[config.mk]
export PLATFORM = sky130hd
export DESIGN_NAME = pll_core
export DESIGN_NICKNAME = d
export VERILOG_FILES = /design/src/rtl/pll_pkg.sv /design/src/rtl/ref_div.sv /design/src/rtl/prog_div.sv /design/src/rtl/pfd_core.sv /design/src/rtl/lock_det.sv /design/src/rtl/pll_core.sv
export SDC_FILE = /design/constraint.sdc
export NUM_CORES = 1
export LEC_CHECK = 0
export BUFFER_PORTS_ARGS = -buffer_cell sky130_fd_sc_hd__buf_2
export CAP_MARGIN = 20
export CORE_ASPECT_RATIO = 0.75
export CORE_UTILIZATION = 50
export DETAILED_ROUTE_END_ITERATION = 8
export GPL_ROUTABILITY_DRIVEN = 0
export PLACE_DENSITY = 0.83
export SYNTH_ARGS = -nofsm -noshare
export SYNTH_HDL_FRONTEND = slang
export SYNTH_SLANG_ARGS = --single-unit
[constraint.sdc]
create_clock -name clk -period 2.8 [get_ports clk]
set_clock_uncertainty 0.15 [all_clocks]
set_input_delay 0.14 -clock clk [delete_from_list [all_inputs] [get_ports clk]]
set_output_delay 0.14 -clock clk [all_outputs]
set_load 0.02 [all_outputs]
[src/rtl/pll_pkg.sv]
package pll_pkg;

    typedef struct packed {
        logic cur_hi;
        logic pump_off;
        logic drv_off;
        logic test_en;
    } ctl_t;

    typedef struct packed {
        logic up;
        logic dn;
    } pfd_t;

endpackage

[src/rtl/ref_div.sv]
module ref_div #(
    parameter int REF_DIV = 512
) (
    input  logic clk,
    input  logic rst_n,
    input  logic pulse_i,
    output logic tick_o
);
    localparam int CW = (REF_DIV > 1) ? $clog2(REF_DIV) : 1;
    localparam logic [CW-1:0] LAST = CW'(REF_DIV - 1);

    logic [CW-1:0] cnt_d, cnt_q;

    always_comb begin
        cnt_d  = cnt_q;
        tick_o = pulse_i && (cnt_q == LAST);
        if (pulse_i) begin
            cnt_d = tick_o ? '0 : cnt_q + 1'b1;
        end
    end

    always_ff @(posedge clk) begin
        if (!rst_n) cnt_q <= '0;
        else        cnt_q <= cnt_d;
    end
endmodule

[src/rtl/prog_div.sv]
module prog_div #(
    parameter int RATIO_W = 15
) (
    input  logic               clk,
    input  logic               rst_n,
    input  logic               pulse_i,
    input  logic [RATIO_W-1:0] ratio_i,
    output logic               tick_o,
    output logic [RATIO_W-1:0] active_o
);
    typedef struct packed {
        logic [RATIO_W-1:0] cnt;
        logic [RATIO_W-1:0] act;
    } st_t;

    st_t d, q;
    logic [RATIO_W-1:0] legal;

    always_comb begin
        legal    = (ratio_i == '0) ? RATIO_W'(1) : ratio_i;
        d        = q;
        tick_o   = pulse_i && (q.cnt == q.act - 1'b1);
        active_o = q.act;
        if (pulse_i) begin
            if (tick_o) begin
                d.cnt = '0;
                d.act = legal;
            end else begin
                d.cnt = q.cnt + 1'b1;
            end
        end
    end

    always_ff @(posedge clk) begin
        if (!rst_n) begin
            q.cnt <= '0;
            q.act <= legal;
        end else begin
            q <= d;
        end
    end
endmodule

[src/rtl/pfd_core.sv]
module pfd_core
    import pll_pkg::*;
(
    input  logic clk,
    input  logic rst_n,
    input  logic ref_tick_i,
    input  logic div_tick_i,
    output pfd_t state_o
);
    pfd_t d, q;

    always_comb begin
        d.up = q.up | ref_tick_i;
        d.dn = q.dn | div_tick_i;
        if (d.up && d.dn) begin
            d.up = 1'b0;
            d.dn = 1'b0;
        end
        state_o = q;
    end

    always_ff @(posedge clk) begin
        if (!rst_n) q <= '0;
        else        q <= d;
    end
endmodule

[src/rtl/lock_det.sv]
module lock_det #(
    parameter int LOCK_CYC = 4,
    parameter int WIN      = 4
) (
    input  logic clk,
    input  logic rst_n,
    input  logic ref_tick_i,
    input  logic div_tick_i,
    input  logic phase_err_i,
    output logic good_o,
    output logic lock_o
);
    localparam int ERR_W = $clog2(WIN + 2);
    localparam int RUN_W = $clog2(LOCK_CYC + 1);
    localparam logic [ERR_W-1:0] ERR_SAT = ERR_W'(WIN + 1);

    typedef struct packed {
        logic [ERR_W-1:0] err;
        logic             seen;
        logic [RUN_W-1:0] run;
        logic             lock;
    } st_t;

    st_t d, q;

    always_comb begin
        d      = q;
        good_o = (q.seen || div_tick_i) && (q.err <= ERR_W'(WIN));
        if (!ref_tick_i) begin
            d.seen = q.seen | div_tick_i;
            if (phase_err_i && q.err != ERR_SAT) d.err = q.err + 1'b1;
        end else begin
            d.err  = '0;
            d.seen = 1'b0;
            if (good_o) begin
                if (q.lock || q.run == RUN_W'(LOCK_CYC - 1)) d.lock = 1'b1;
                else                                         d.run  = q.run + 1'b1;
            end else begin
                d.run  = '0;
                d.lock = 1'b0;
            end
        end
        lock_o = q.lock;
    end

    always_ff @(posedge clk) begin
        if (!rst_n) q <= '0;
        else        q <= d;
    end
endmodule

[src/rtl/pll_core.sv]
module pll_core
    import pll_pkg::*;
#(
    parameter int RATIO_W  = 15,
    parameter int REF_DIV  = 512,
    parameter int LOCK_CYC = 4,
    parameter int WIN      = 4
) (
    input  logic               clk,
    input  logic               rst_n,
    input  logic               ref_pulse_i,
    input  logic               vco_pulse_i,
    input  logic [RATIO_W-1:0] ratio_i,
    input  logic               cur_hi_i,
    input  logic               pump_off_i,
    input  logic               drv_off_i,
    input  logic               test_en_i,
    output logic               up_o,
    output logic               dn_o,
    output logic               cur_sel_o,
    output logic               drv_off_o,
    output logic               lock_o,
    output logic               tst_ref_o,
    output logic               tst_div_o
);
    typedef struct packed {
        ctl_t ctl;
        logic tref;
        logic tdiv;
    } top_t;

    logic               ref_tick, div_tick, win_good;
    logic [RATIO_W-1:0] act_ratio;
    pfd_t               pfd_st;
    top_t               d, q;

    ref_div #(.REF_DIV(REF_DIV)) u_ref (
        .clk(clk), .rst_n(rst_n), .pulse_i(ref_pulse_i), .tick_o(ref_tick)
    );

    prog_div #(.RATIO_W(RATIO_W)) u_div (
        .clk(clk), .rst_n(rst_n), .pulse_i(vco_pulse_i), .ratio_i(ratio_i),
        .tick_o(div_tick), .active_o(act_ratio)
    );

    pfd_core u_pfd (
        .clk(clk), .rst_n(rst_n), .ref_tick_i(ref_tick), .div_tick_i(div_tick),
        .state_o(pfd_st)
    );

    lock_det #(.LOCK_CYC(LOCK_CYC), .WIN(WIN)) u_lock (
        .clk(clk), .rst_n(rst_n), .ref_tick_i(ref_tick), .div_tick_i(div_tick),
        .phase_err_i(pfd_st.up | pfd_st.dn), .good_o(win_good), .lock_o(lock_o)
    );

    always_comb begin
        d.ctl.cur_hi   = cur_hi_i;
        d.ctl.pump_off = pump_off_i;
        d.ctl.drv_off  = drv_off_i;
        d.ctl.test_en  = test_en_i;
        d.tref         = test_en_i & ref_tick;
        d.tdiv         = test_en_i & div_tick;
    end

    always_ff @(posedge clk) begin
        if (!rst_n) q <= '0;
        else        q <= d;
    end

    assign up_o      = pfd_st.up & ~q.ctl.pump_off;
    assign dn_o      = pfd_st.dn & ~q.ctl.pump_off;
    assign cur_sel_o = q.ctl.cur_hi;
    assign drv_off_o = q.ctl.drv_off;
    assign tst_ref_o = q.tref;
    assign tst_div_o = q.tdiv;
endmodule

==> results by group <==
Routing
  • Drt first pass iters: 5
  • Uppermost layer routed: met4
  • Detailed Route Iter0 Violations: 125
  • Drt wl/cell: 14.2 um
  • Detailed Route WL: 5960 um
  • Metal2 WL: 2800 um
  • Post-DR vias/cell: 5.37
  • Met3 wire len: about 230 um
  • DRC Markers: 0
  • Wl on met1: ~2800 um
  • Via count: around 2,300
  • Final ANT Viol Nets: 0

Power
  • Sw frac: 23.8%
  • Peak VDD IR: 0.357 mV
  • Net switching power: 372 uW
  • Combinational Power Share: 11.8%
  • Flop pwr share: a little under three fifths
  • Cell Int Power: 1.19 mW
  • Pwr dens: 452 nW/um^2
  • Clock power share: 33.2%
  • P_leak: ~1.4 nW
  • Total power: 1.57 mW

Floorplan
  • Site Rows: 23
  • Core area: 5350 um^2
  • Die area: 5870 um^2
  • Initial core utilization: 52.0%
  • Die extent in x: 88.1 um
  • Die H: 66.6 um
  • Top Ports: 30

Final layout
  • Layout cells sized above 1: 23.8%
  • Fin cells: 419
  • Antenna diodes: 0
  • Area Growth Syn to Fin: 24.4%
  • Nets: around 380

Clock network
  • Root Buffer: clkbuf_8
  • CTS clock-pin slew for the worst setup and hold paths: 100 ps
  • Total CTS buffers: 5
  • Clock Path Buffers: 2
  • Clock latency at the later pin of the worst-skew pair: roughly 310 ps
  • TritonCTS clock tree: yes
  • H-tree lvl count: 2
  • Clock sink count: 54

Yosys
  • Post-Syn Instances: about 290
  • Netlist Area Pre-Place: 2780 um^2
  • Synthesized netlist net count: 318
  • Post-synthesis sequential area ratio: 44.3%
  • Flops & latches, synth: 54
  • Synth cell types: 60
  • YS warnings: 0
  • Syn Area/Cell: 9.73 um^2
  • Post-synth top flop: dfxtp_1
  • Post-synth EDFFs: 15
  • FFs w/ async S/R, synth: 0%

Critical path
  • Critical Path Source Type: flop
  • Reg-to-Reg End: u_lock.lock_o$_SDFFE_PN0P_
  • Crit-path max FO: 5
  • FF-to-FF path depth: 9
  • CP Class: reg2reg
  • R2R Path Start: u_div.active_o[6]$_SDFFCE_PN0P_
  • R2R Setup Slk: 20 ps
  • Worst EP arrival: 2880 ps
  • CP required: 2900 ps
  • Endpoint type of the worst setup path: flop

Place
  • Number of cells after detailed placement: just under 400
  • I/O Buffers: 29
  • Dpl hpwl: slightly below 4000 um

GRT
  • First-pass GRT wire length: between 9000 and 10,000 um
  • Largest net degree at the start of global routing: 24
  • Vias in the first global route: 2,080
  • Initial antenna violation count: 0
  • Total track usage: a little over a fifth
  • Grt total ovfl: 0

Worst hold path
  • Type of the worst min-delay path: in2reg
  • Hold depth: 3
  • Hold Startpoint: vco_pulse_i
  • Hold endpoint: u_div.q[16]$_SDFFE_PN0P_

STA
  • Worst Tran Pin Value: 563 ps
  • Highest Clock Rate: 360 MHz
  • Final Hold Fails: 0
  • Setup-failing EPs final: 0
  • Final slew viol count: 0
  • Fin Hold WS: 25.1 ps
  • Final min period: approximately 2800 ps
  • Slew headroom: slightly above 60%
  • Final period util: 99.2%

Outcome
  • Status: finished clean

Flow run
  • Max_cap viols: 0
[critical path, cell delays in order, from the launching register on]
cell	delay, ps
edfxtp_1	450
buf_6	150
or3b_2	460
or4_1	520
o311ai_1	90
nor2_1	100
nand4b_4	200
buf_12	170
o31ai_4	220
a21boi_2	190
[how the worst max path moves through the flow]
| stage | to | slack, ps | from |
|---|---|---|---|
| after detailed placement | u_div.q[22]$_SDFFE_PN0P_ | -40 | u_div.active_o[1]$_SDFFCE_PN0P_ |
| after global routing | u_lock.lock_o$_SDFFE_PN0P_ | -70 | u_div.active_o[6]$_SDFFCE_PN0P_ |
| after CTS | u_lock.q[1]$_SDFFE_PN0P_ | 2 | u_div.active_o[1]$_SDFFCE_PN0P_ |
| final | u_lock.lock_o$_SDFFE_PN0P_ | 20 | u_div.active_o[6]$_SDFFCE_PN0P_ |
| after global placement | u_div.q[24]$_SDFFE_PN0P_ | 30 | u_div.active_o[1]$_SDFFCE_PN0P_ |
| after floorplan | u_div.active_o[0]$_SDFFCE_PN1P_ | 30 | u_div.active_o[0]$_SDFFCE_PN1P_ |
[registers in the layout, summed over array words and instances, names as in the netlist]
| signal | cells |
|---|---|
| u_lock.lock_o | 1 |
| tst_div_o | 1 |
| drv_off_o | 1 |
| u_pfd.state_o | 2 |
| u_ref.cnt_q | 9 |
| u_lock.q | 7 |
| cur_sel_o | 1 |
| u_div.q | 15 |
| q | 1 |
| tst_ref_o | 1 |
| u_div.active_o | 15 |
[per-layer routing]
metal / up-vias / global-route usage, %
met2: 68 / 35.6
met3: 9 / 4.21
li1: 1104 / -
met5: - / 0
met1: 1070 / 28.1
met4: 0 / 7.06
[cells in the mapped netlist (4+ instances only)]
cell	number	area share, %
nor2_1	39	5.3
inv_1	12	1.6
nand4_1	8	1.8
xor2_1	18	5.7
nand3_1	7	1.3
and2_1	4	0.90
ha_1	9	4.0
a21oi_1	6	1.1
mux2i_1	4	1.4
edfxtp_1	15	16
nand2_1	20	2.7
dfxtp_1	39	28
nor4_1	5	1.1
clkbuf_1	16	2.2
and3_1	4	0.90
xnor2_1	17	5.4
o21ai_0	5	0.90
nor3_1	4	0.72
[power groups by stage]
stage	registers, mW	clock network [mW]	logic (mW)
after detailed placement	0.877	0	0.154
after global placement	0.875	0	0.149
final	0.860	0.520	0.185
after global routing	0.864	0.568	0.201
after floorplan	0.874	0	0.103
after CTS	0.859	0.522	0.176
[placed cells by master, fill, tap and decap left out, drive strengths merged, types with 7 or more instances in the layout]
cell         count
xor2            19
ha               9
nand3            7
inv             12
edfxtp          15
buf             48
nand4            9
xnor2           17
dfxtp           39
nor2            39
dlygate4sd3     19
nand2           22
[cell type report]
type	count	area, um^2
timing repair buffer	67	498
multi-input combinational	203	1480
sequential	54	1230
clock inverter	2	37.5
fill	426	1890
clock buffer	6	72.6
tap	75	93.8
inverter	12	45.0
[repair_timing]
| item | CTS | global route |
|---|---|---|
| gates resized for setup | 3 | 5 |
| setup endpoints to repair | 11 | 27 |
| pin swaps | 0 | 5 |
| cloned | 0 | 2 |
| buffers inserted | 0 | 3 |
| hold buffers | 19 | 0 |
| endpoints found under the hold margin | 20 | 0 |
[per-stage QoR]
stage / util (%) / setup slack [ps] / TNS, ps / area (um^2)
after CTS: 63.3 / 2.06 / 0 / 3390
final: 64.6 / 23.5 / 0 / 3460
after floorplan: - / 27.2 / 0 / 2810
after global routing: 64.6 / -69.2 / -298 / 3460
after detailed placement: 57.4 / -44.2 / -330 / 3070
after global placement: 57.4 / 31.9 / 0 / 3070
[cells by family (layout without fill, tap and decap cells)]
group,count (synthesis),in the layout,synth area share [%]
AO/OA/AOI/OAI,29,29,8.10
XOR/XNOR,36,36,11.6
adder cells (fa/ha/maj),9,9,4.05
buffers and inverters,31,87,4.86
flip-flops,54,54,44.3
multiplexers,6,6,2.25
AND/OR/NAND/NOR,121,123,24.9
Note: power is estimated with default switching activity, not from simulation.
